### config.mk
export PLATFORM = sky130hd
export DESIGN_NAME = stm_keystream
export DESIGN_NICKNAME = d
export VERILOG_FILES = /design/src/rtl/stm_pkg.sv /design/src/rtl/stm_ctrl.sv /design/src/rtl/stm_cell.sv /design/src/rtl/stm_keystream.sv
export SDC_FILE = /design/constraint.sdc
export NUM_CORES = 2
export LEC_CHECK = 0
export BUFFER_PORTS_ARGS = -buffer_cell sky130_fd_sc_hd__buf_4
export CORE_ASPECT_RATIO = 0.8
export CORE_UTILIZATION = 57
export CTS_BUF_LIST = sky130_fd_sc_hd__clkbuf_2 sky130_fd_sc_hd__clkbuf_4 sky130_fd_sc_hd__clkbuf_8
export CTS_CLUSTER_SIZE = 25
export DETAILED_ROUTE_END_ITERATION = 8
export PLACE_DENSITY = 0.79
export SYNTH_ARGS = -nofsm -noshare
export SYNTH_HDL_FRONTEND = slang
export SYNTH_SLANG_ARGS = --single-unit
### constraint.sdc
create_clock -name clk -period 4.45 [get_ports clk]
set_input_delay 0.2225 -clock clk [delete_from_list [all_inputs] [get_ports clk]]
set_output_delay 0.2225 -clock clk [all_outputs]
set_load 0.05 [all_outputs]
### src/rtl/stm_pkg.sv
package stm_pkg;
  localparam int STATE_W = 64;
  localparam int LFSR_W  = 61;
  localparam int MIX_W   = 8;
  localparam int KEY_W   = LFSR_W + 2 * STATE_W;
  localparam int TAP_A   = 60;
  localparam int TAP_B   = 59;
  localparam int TAP_C   = 45;
  localparam int TAP_D   = 44;

  typedef struct packed {
    logic load;
    logic start;
    logic iter;
    logic commit;
  } stmCtl_t;
endpackage

### src/rtl/stm_ctrl.sv
module stm_ctrl
  import stm_pkg::*;
(
  input  logic    clk,
  input  logic    rstN,
  input  logic    loadKey,
  input  logic    stepReq,
  input  logic    outReady,
  output stmCtl_t ctl,
  output logic    busy,
  output logic    outValid
);
  localparam int CNT_W = $clog2(STATE_W + 1);
  localparam logic [CNT_W-1:0] LAST = CNT_W'(STATE_W);

  logic [CNT_W-1:0] bitCnt;
  logic             divDone;

  assign divDone = (bitCnt == LAST);

  always_comb begin
    ctl.load   = loadKey;
    ctl.start  = stepReq && !busy && !outValid && !loadKey;
    ctl.iter   = busy && !divDone && !loadKey;
    ctl.commit = busy && divDone && !loadKey;
  end

  always_ff @(posedge clk or negedge rstN) begin
    if (!rstN) begin
      busy     <= 1'b0;
      outValid <= 1'b0;
      bitCnt   <= '0;
    end else if (ctl.load) begin
      busy     <= 1'b0;
      outValid <= 1'b0;
      bitCnt   <= '0;
    end else if (ctl.start) begin
      busy   <= 1'b1;
      bitCnt <= '0;
    end else if (ctl.iter) begin
      bitCnt <= bitCnt + 1'b1;
    end else if (ctl.commit) begin
      busy     <= 1'b0;
      outValid <= 1'b1;
    end else if (outValid && outReady) begin
      outValid <= 1'b0;
    end
  end
endmodule

### src/rtl/stm_cell.sv
module stm_cell
  import stm_pkg::*;
#(
  parameter int OUT_W = 16
) (
  input  logic             clk,
  input  logic             rstN,
  input  stmCtl_t          ctl,
  input  logic [KEY_W-1:0] keyIn,
  output logic [OUT_W-1:0] cellOut
);
  localparam logic [STATE_W-1:0] ONE_S = {{(STATE_W-1){1'b0}}, 1'b1};
  localparam logic [LFSR_W-1:0]  ONE_L = {{(LFSR_W-1){1'b0}}, 1'b1};

  logic [STATE_W-1:0] mapX, mapG, divRem, divDen, divQuo;
  logic [LFSR_W-1:0]  lfsr;
  logic               satQ;

  logic [STATE_W-1:0] keyG, keyX, numC, denC, quoSat, mixed;
  logic [LFSR_W-1:0]  keyY, lfsrNext;
  logic [STATE_W:0]   shifted, diff;
  logic               lowSide, fits;

  assign keyG = keyIn[STATE_W-1:0];
  assign keyX = keyIn[2*STATE_W-1:STATE_W];
  assign keyY = keyIn[KEY_W-1:2*STATE_W];

  assign lowSide = (mapX <= mapG);
  assign numC    = lowSide ? mapX : (STATE_W'(0) - mapX);
  assign denC    = lowSide ? mapG : (STATE_W'(0) - mapG);

  assign shifted = {divRem, 1'b0};
  assign diff    = shifted - {1'b0, divDen};
  assign fits    = (shifted >= {1'b0, divDen});

  assign quoSat   = satQ ? {STATE_W{1'b1}} : divQuo;
  assign mixed    = quoSat ^ {{(STATE_W-MIX_W){1'b0}}, lfsr[MIX_W-1:0]};
  assign lfsrNext = {lfsr[LFSR_W-2:0], lfsr[TAP_A] ^ lfsr[TAP_B] ^ lfsr[TAP_C] ^ lfsr[TAP_D]};

  always_ff @(posedge clk or negedge rstN) begin
    if (!rstN) begin
      mapX   <= ONE_S;
      mapG   <= ONE_S;
      lfsr   <= ONE_L;
      divRem <= '0;
      divDen <= ONE_S;
      divQuo <= '0;
      satQ   <= 1'b0;
    end else if (ctl.load) begin
      mapX <= (keyX == '0) ? ONE_S : keyX;
      mapG <= (keyG == '0) ? ONE_S : keyG;
      lfsr <= (keyY == '0) ? ONE_L : keyY;
    end else if (ctl.start) begin
      divRem <= numC;
      divDen <= denC;
      divQuo <= '0;
      satQ   <= (numC == denC);
    end else if (ctl.iter) begin
      divRem <= fits ? diff[STATE_W-1:0] : shifted[STATE_W-1:0];
      divQuo <= {divQuo[STATE_W-2:0], fits};
    end else if (ctl.commit) begin
      mapX <= (mixed == '0) ? ONE_S : mixed;
      lfsr <= lfsrNext;
    end
  end

  assign cellOut = mapX[OUT_W-1:0];
endmodule

### src/rtl/stm_keystream.sv
module stm_keystream
  import stm_pkg::*;
#(
  parameter int CELLS = 4,
  parameter int OUT_W = 16
) (
  input  logic                   clk,
  input  logic                   rstN,
  input  logic                   loadKey,
  input  logic [CELLS*KEY_W-1:0] keyIn,
  input  logic                   stepReq,
  input  logic                   outReady,
  output logic                   outValid,
  output logic [CELLS*OUT_W-1:0] outWord
);
  stmCtl_t ctl;
  logic    busy;

  stm_ctrl u_ctrl (
    .clk(clk), .rstN(rstN), .loadKey(loadKey), .stepReq(stepReq),
    .outReady(outReady), .ctl(ctl), .busy(busy), .outValid(outValid)
  );

  for (genvar i = 0; i < CELLS; i++) begin : g_cell
    stm_cell #(.OUT_W(OUT_W)) u_cell (
      .clk(clk), .rstN(rstN), .ctl(ctl),
      .keyIn(keyIn[i*KEY_W +: KEY_W]),
      .cellOut(outWord[i*OUT_W +: OUT_W])
    );
  end
endmodule

==> results of run 1 <==
## metrics by stage
stage / hold slack [ps] / setup TNS, ps / cells / setup WS (ps) / utilization
global placement: 264 / -570 / 18520 / -486 / 0.665
CTS: 0.702 / -36.2 / 20112 / -36.2 / 0.751
detailed placement: 269 / -882 / 18520 / -610 / 0.665
floorplan: -73.1 / 0 / 14488 / 291 / -
## layer usage
layer,GRT usage,GRT overflow
met4,0.486,9
met1,0.687,1
met2,0.771,6
met5,0.123,0
met3,0.307,5
## what timing repair did
| item | CTS |
|---|---|
| hold buffers | 1119 |
| endpoints found under the hold margin | 1440 |
| resized for setup | 22 |
| setup buffers | 5 |
| cloned | 0 |
| setup endpoints to repair | 3 |
| pin swaps | 8 |
## cells by family after synthesis
group | Yosys count | synth area share
buffers and inverters | 1676 | 0.0580
DFF | 1537 | 0.339
xor gates and xnor gates | 1153 | 0.0900
AOI/OAI and AO/OA | 3579 | 0.191
and+or+nand+nor | 5685 | 0.235
adders and majority gates | 526 | 0.0582
muxes | 332 | 0.0293
==> run summary, run 1 <==
global-route wire length before repair: 878,000 um
# port buffers: 825
largest net degree at the start of global routing: 223
Post-synth top cells: nand2_1 (2,293), dfrtp_1 (1,521), o21ai_0 (1,453)
FF+latch count, synth: 1,537
status: aborted with a tool error
GRT Resource Usage Total: 0.586
Err: [ERROR GRT-0116] Global routing finished with congestion. Check the congestion regions in the DRC Viewer.
share of the synthesized area in the top cell type: 0.335
Synth Net Count: 15,775
register area share after synthesis: 0.339
die height: 401 um
vias in the first global route: 138,940
step where the flow halted: global routing (5_1_grt)
Synth cell types: 101
global placer's final weighted congestion: 1.13
Site Rows: 146
Clock Sink Count: 1,537
Die Wd: 501 um
Ys Warns: 0
Post-synth EDFFs: 0
most common cell in the netlist: nand2_1
Initial Utilization: 0.574
most common flop cell mapped by yosys: dfrtp_1
I/O Pins: 826
worst-case clock buffer depth: 4
post-place instance area: 132,000 um^2
clk root buf: clkbuf_8
Post-Syn Instances: 14,488
largest cells by area after synthesis: dfrtp_1 (34%), nand2_1 (7.6%), o21ai_0 (6.4%)
GRT Residual Overflow: 21
post-synth top area cell: dfrtp_1
Max H-tree Level: 5
total CTS buffers: 273
cell area after synthesis: 114,000 um^2
detailed placer's ending HPWL: 400,000 um
Async SR Flop Fraction: 1.00
Post-Syn Area per Cell: 7.84 um^2
==> inputs of run 2 (changes only) <==
CORE_ASPECT_RATIO = not set   (was 0.8)
CORE_UTILIZATION = 40   (was 57)
CTS_BUF_LIST = not set   (was sky130_fd_sc_hd__clkbuf_2 sky130_fd_sc_hd__clkbuf_4 sky130_fd_sc_hd__clkbuf_8)
CTS_CLUSTER_SIZE = not set   (was 25)
PLACE_DENSITY = not set   (was 0.79)
PLACE_DENSITY_LB_ADDON = 0.15   (was not set)
clock period = 5.8 ns   (was 4.45 ns; I/O delays follow)
==> run 2 against run 1 <==
  * Synthesized cell count did not move
  * The flow now finishes without violations
  * Area after synthesis did not move
==> run summary, run 2 <==
status: complete, no violations
largest cells by area after synthesis: dfrtp_1 (34%), nand2_1 (7.6%), o21ai_0 (6.4%)
Worst-Skew Late Latency: 910 ps
Register Area: 38,500 um^2
Iteration-0 DRC Markers: 13,639
Initial Utilization: 0.402 (-0.171)
Max H-tree Level: 4 (-1)
global-route wire length before repair: 772,000 um
Reg power frac: 0.261
Die Area: 286,000 um^2
Startpoint Class: register
post-place instance area: 124,000 um^2 (-5.7%)
power per standard cell area: 409 nW/um^2
CP cell instances: nor4_1 -> nand4_1 -> buf_4 -> or4_1 -> nor3_1 -> xnor2_1 -> o32ai_1 -> a211oi_1 -> buf_4 -> o211ai_1 -> a211o_1 -> nor4_1 -> o2111ai_1 -> o41ai_1
Placement Setup Slack: 531 ps (+1140 ps)
Die Wd: 535 um (+6.7%)
Synth cell types: 101 (unchanged)
die height: 535 um (+33%)
share of the synthesized area in the top cell type: 0.335 (unchanged)
Routed WL: 530,000 um
area grow syn2layout: 22.0%
GRT Resource Usage Total: 0.359
Design Area, Final: 139,000 um^2
Worst Path Buf+Inv: 2
Worst VDD drop: 284 uV
Slew headroom: 0.166
clk root buf: clkbuf_16
Post-synth EDFFs: 0 (unchanged)
Post-Syn Instances: 14,488 (unchanged)
drt wl/cell: 27.1 um
crit-path leading delay family: simple AND/OR/NAND/NOR gates
clk slew on worst S/H paths: 60 ps
nets@finish: 16,956
Finish-stage setup viols: 0
reg2reg path depth: 14
Clock power frac: 0.224
Pleak: 60.0 nW
total CTS buffers: 190 (-30%)
vias per cell: 6.05
worst hold slack: 52.6 ps
Async SR Flop Fraction: 1.00 (unchanged)
Placed Cells: 18,427 (-0.50%)
Util after Layout: 0.491
HP Class: in -> async
setup_tns: 0 ps
DRC Markers: 0
Ys Warns: 0 (unchanged)
switching pwr: 25.1 mW
Worst Path Max Fanout: 7
combinational power share: 0.514
router iterations before antenna repair: 9
Net Sw Frac: 0.443
Hold Vio Cnt, Final: 0
setup ws final: 328 ps
Slowest-stage cell, CP: nor4_1
vias in the first global route: 112,782
number of antenna violations at the first check in global routing: 34
Fillers: 27,386
CORE AREA: 282,000 um^2
unrepaired setup endpoints after global routing: false
commonest non-fill, non-tap cell in the layout: nand2_1
Clock Sink Count: 1,537 (unchanged)
Worst setup EP type: register
post-synth top area cell: dfrtp_1
r2r startpoint: g_cell[1].u_cell.mapX[32]
Clock Skew: 57.0 ps
DRT antenna net count: 0
most common cell in the netlist: nand2_1
Slew Limit Fails: 0
r2r endpoint: g_cell[1].u_cell.satQ
worst-case clock buffer depth: 4 (unchanged)
CP arrival: 6230 ps
footprint of the multi-input gates: 68,800 um^2
Post-Syn Area per Cell: 7.84 um^2 (unchanged)
# port buffers: 825 (unchanged)
vias: 118,396
Peak Freq: 183 MHz
Cell Int Power: 31.6 mW
CP required: 6560 ps
Site Rows: 195 (+34%)
fin crit share: 0.943
largest net degree at the start of global routing: 220
non-filler cells, final: 19,571
GRT Residual Overflow: 0
slowest stage delay, CP: 1080 ps
Tightest Pin Transition: 1240 ps
most common flop cell mapped by yosys: dfrtp_1
CTS tree: done
Pwr Total: 56.7 mW
critical path type: reg -> reg
share of layout cells above drive strength 1: 0.107
flop-to-flop setup slack: 330 ps
global placer's final weighted congestion: 1.06 (-6.5%)
cell area after synthesis: 114,000 um^2 (unchanged)
register area share after synthesis: 0.339 (unchanged)
MaxCap Viol Count: 0
detailed placer's ending HPWL: 407,000 um (+1.8%)
I/O Pins: 826 (unchanged)
Synth Net Count: 15,775 (unchanged)
PostCTS Resize Cnt: 0 (-100%)
fin crit period: 5470 ps
FF+latch count, synth: 1,537 (unchanged)
commonest cells after routing, fill and taps aside: nand2_1 (2,291), dfrtp_1 (1,517), o21ai_0 (1,451)
Post-synth top cells: nand2_1 (2,293), dfrtp_1 (1,521), o21ai_0 (1,453)
## run 2: timing repair
| action | 4_1_cts | 5_1_grt |
|---|---|---|
| hold buffers | 793 | 0 |
| hold endpoints to repair | 932 | 0 |
| setup buffers | 0 | 0 |
## run 2: cells by family after synthesis
| logic type | share of synthesized area |
|---|---|
| fa+ha+maj | 0.0582 |
| flops | 0.339 |
| mux | 0.0293 |
| xor+xnor | 0.0900 |
| simple gates | 0.235 |
| buf+inv | 0.0580 |
| compound gates | 0.191 |
## run 2: per-layer routing
| layer | up-vias | share of wire | GRT usage |
|---|---|---|---|
| met5 | - | 0.00049 | 0.00300 |
| met4 | 24 | 0.052 | 0.162 |
| met3 | 1111 | 0.093 | 0.0681 |
| met2 | 6057 | 0.42 | 0.521 |
| met1 | 57316 | 0.44 | 0.512 |
| li1 | 53888 | - | - |
## run 2: final cells by class
cell class	instances	area share
inverters	649	0.0176
diodes	12	0.000217
repair buffers	2016	0.127
multi-input cells	11275	0.497
clock inverters	81	0.00780
well taps	3743	0.0338
clock buffers	258	0.0390
flip-flops and latches	1537	0.278
## run 2: power groups by stage
stage | combinational [mW] | sequential, mW | clock [mW]
5_1_grt | 31.8 | 15.1 | 13.3
3_5_place_dp | 28.0 | 14.9 | 0
3_3_place_gp | 28.1 | 14.9 | 0
2_1_floorplan | 19.9 | 14.0 | 0
4_1_cts | 28.6 | 14.7 | 12.9
6_report | 29.2 | 14.8 | 12.7
## run 2: worst max-delay path by stage
stage | startpoint | to | slack, ps | cells past startpoint
5_1_grt | g_cell[0].u_cell.mapX[9] | g_cell[0].u_cell.satQ | 90 | 12
3_3_place_gp | g_cell[1].u_cell.mapX[32] | g_cell[1].u_cell.satQ | 500 | 14
4_1_cts | g_cell[1].u_cell.mapX[32] | g_cell[1].u_cell.satQ | 530 | 14
3_5_place_dp | g_cell[1].u_cell.mapX[32] | g_cell[1].u_cell.satQ | 530 | 14
2_1_floorplan | g_cell[2].u_cell.mapG[5] | g_cell[2].u_cell.divRem[42] | 1640 | 16
6_report | g_cell[1].u_cell.mapX[32] | g_cell[1].u_cell.satQ | 330 | 14
Power figures use the tool's default switching activity.
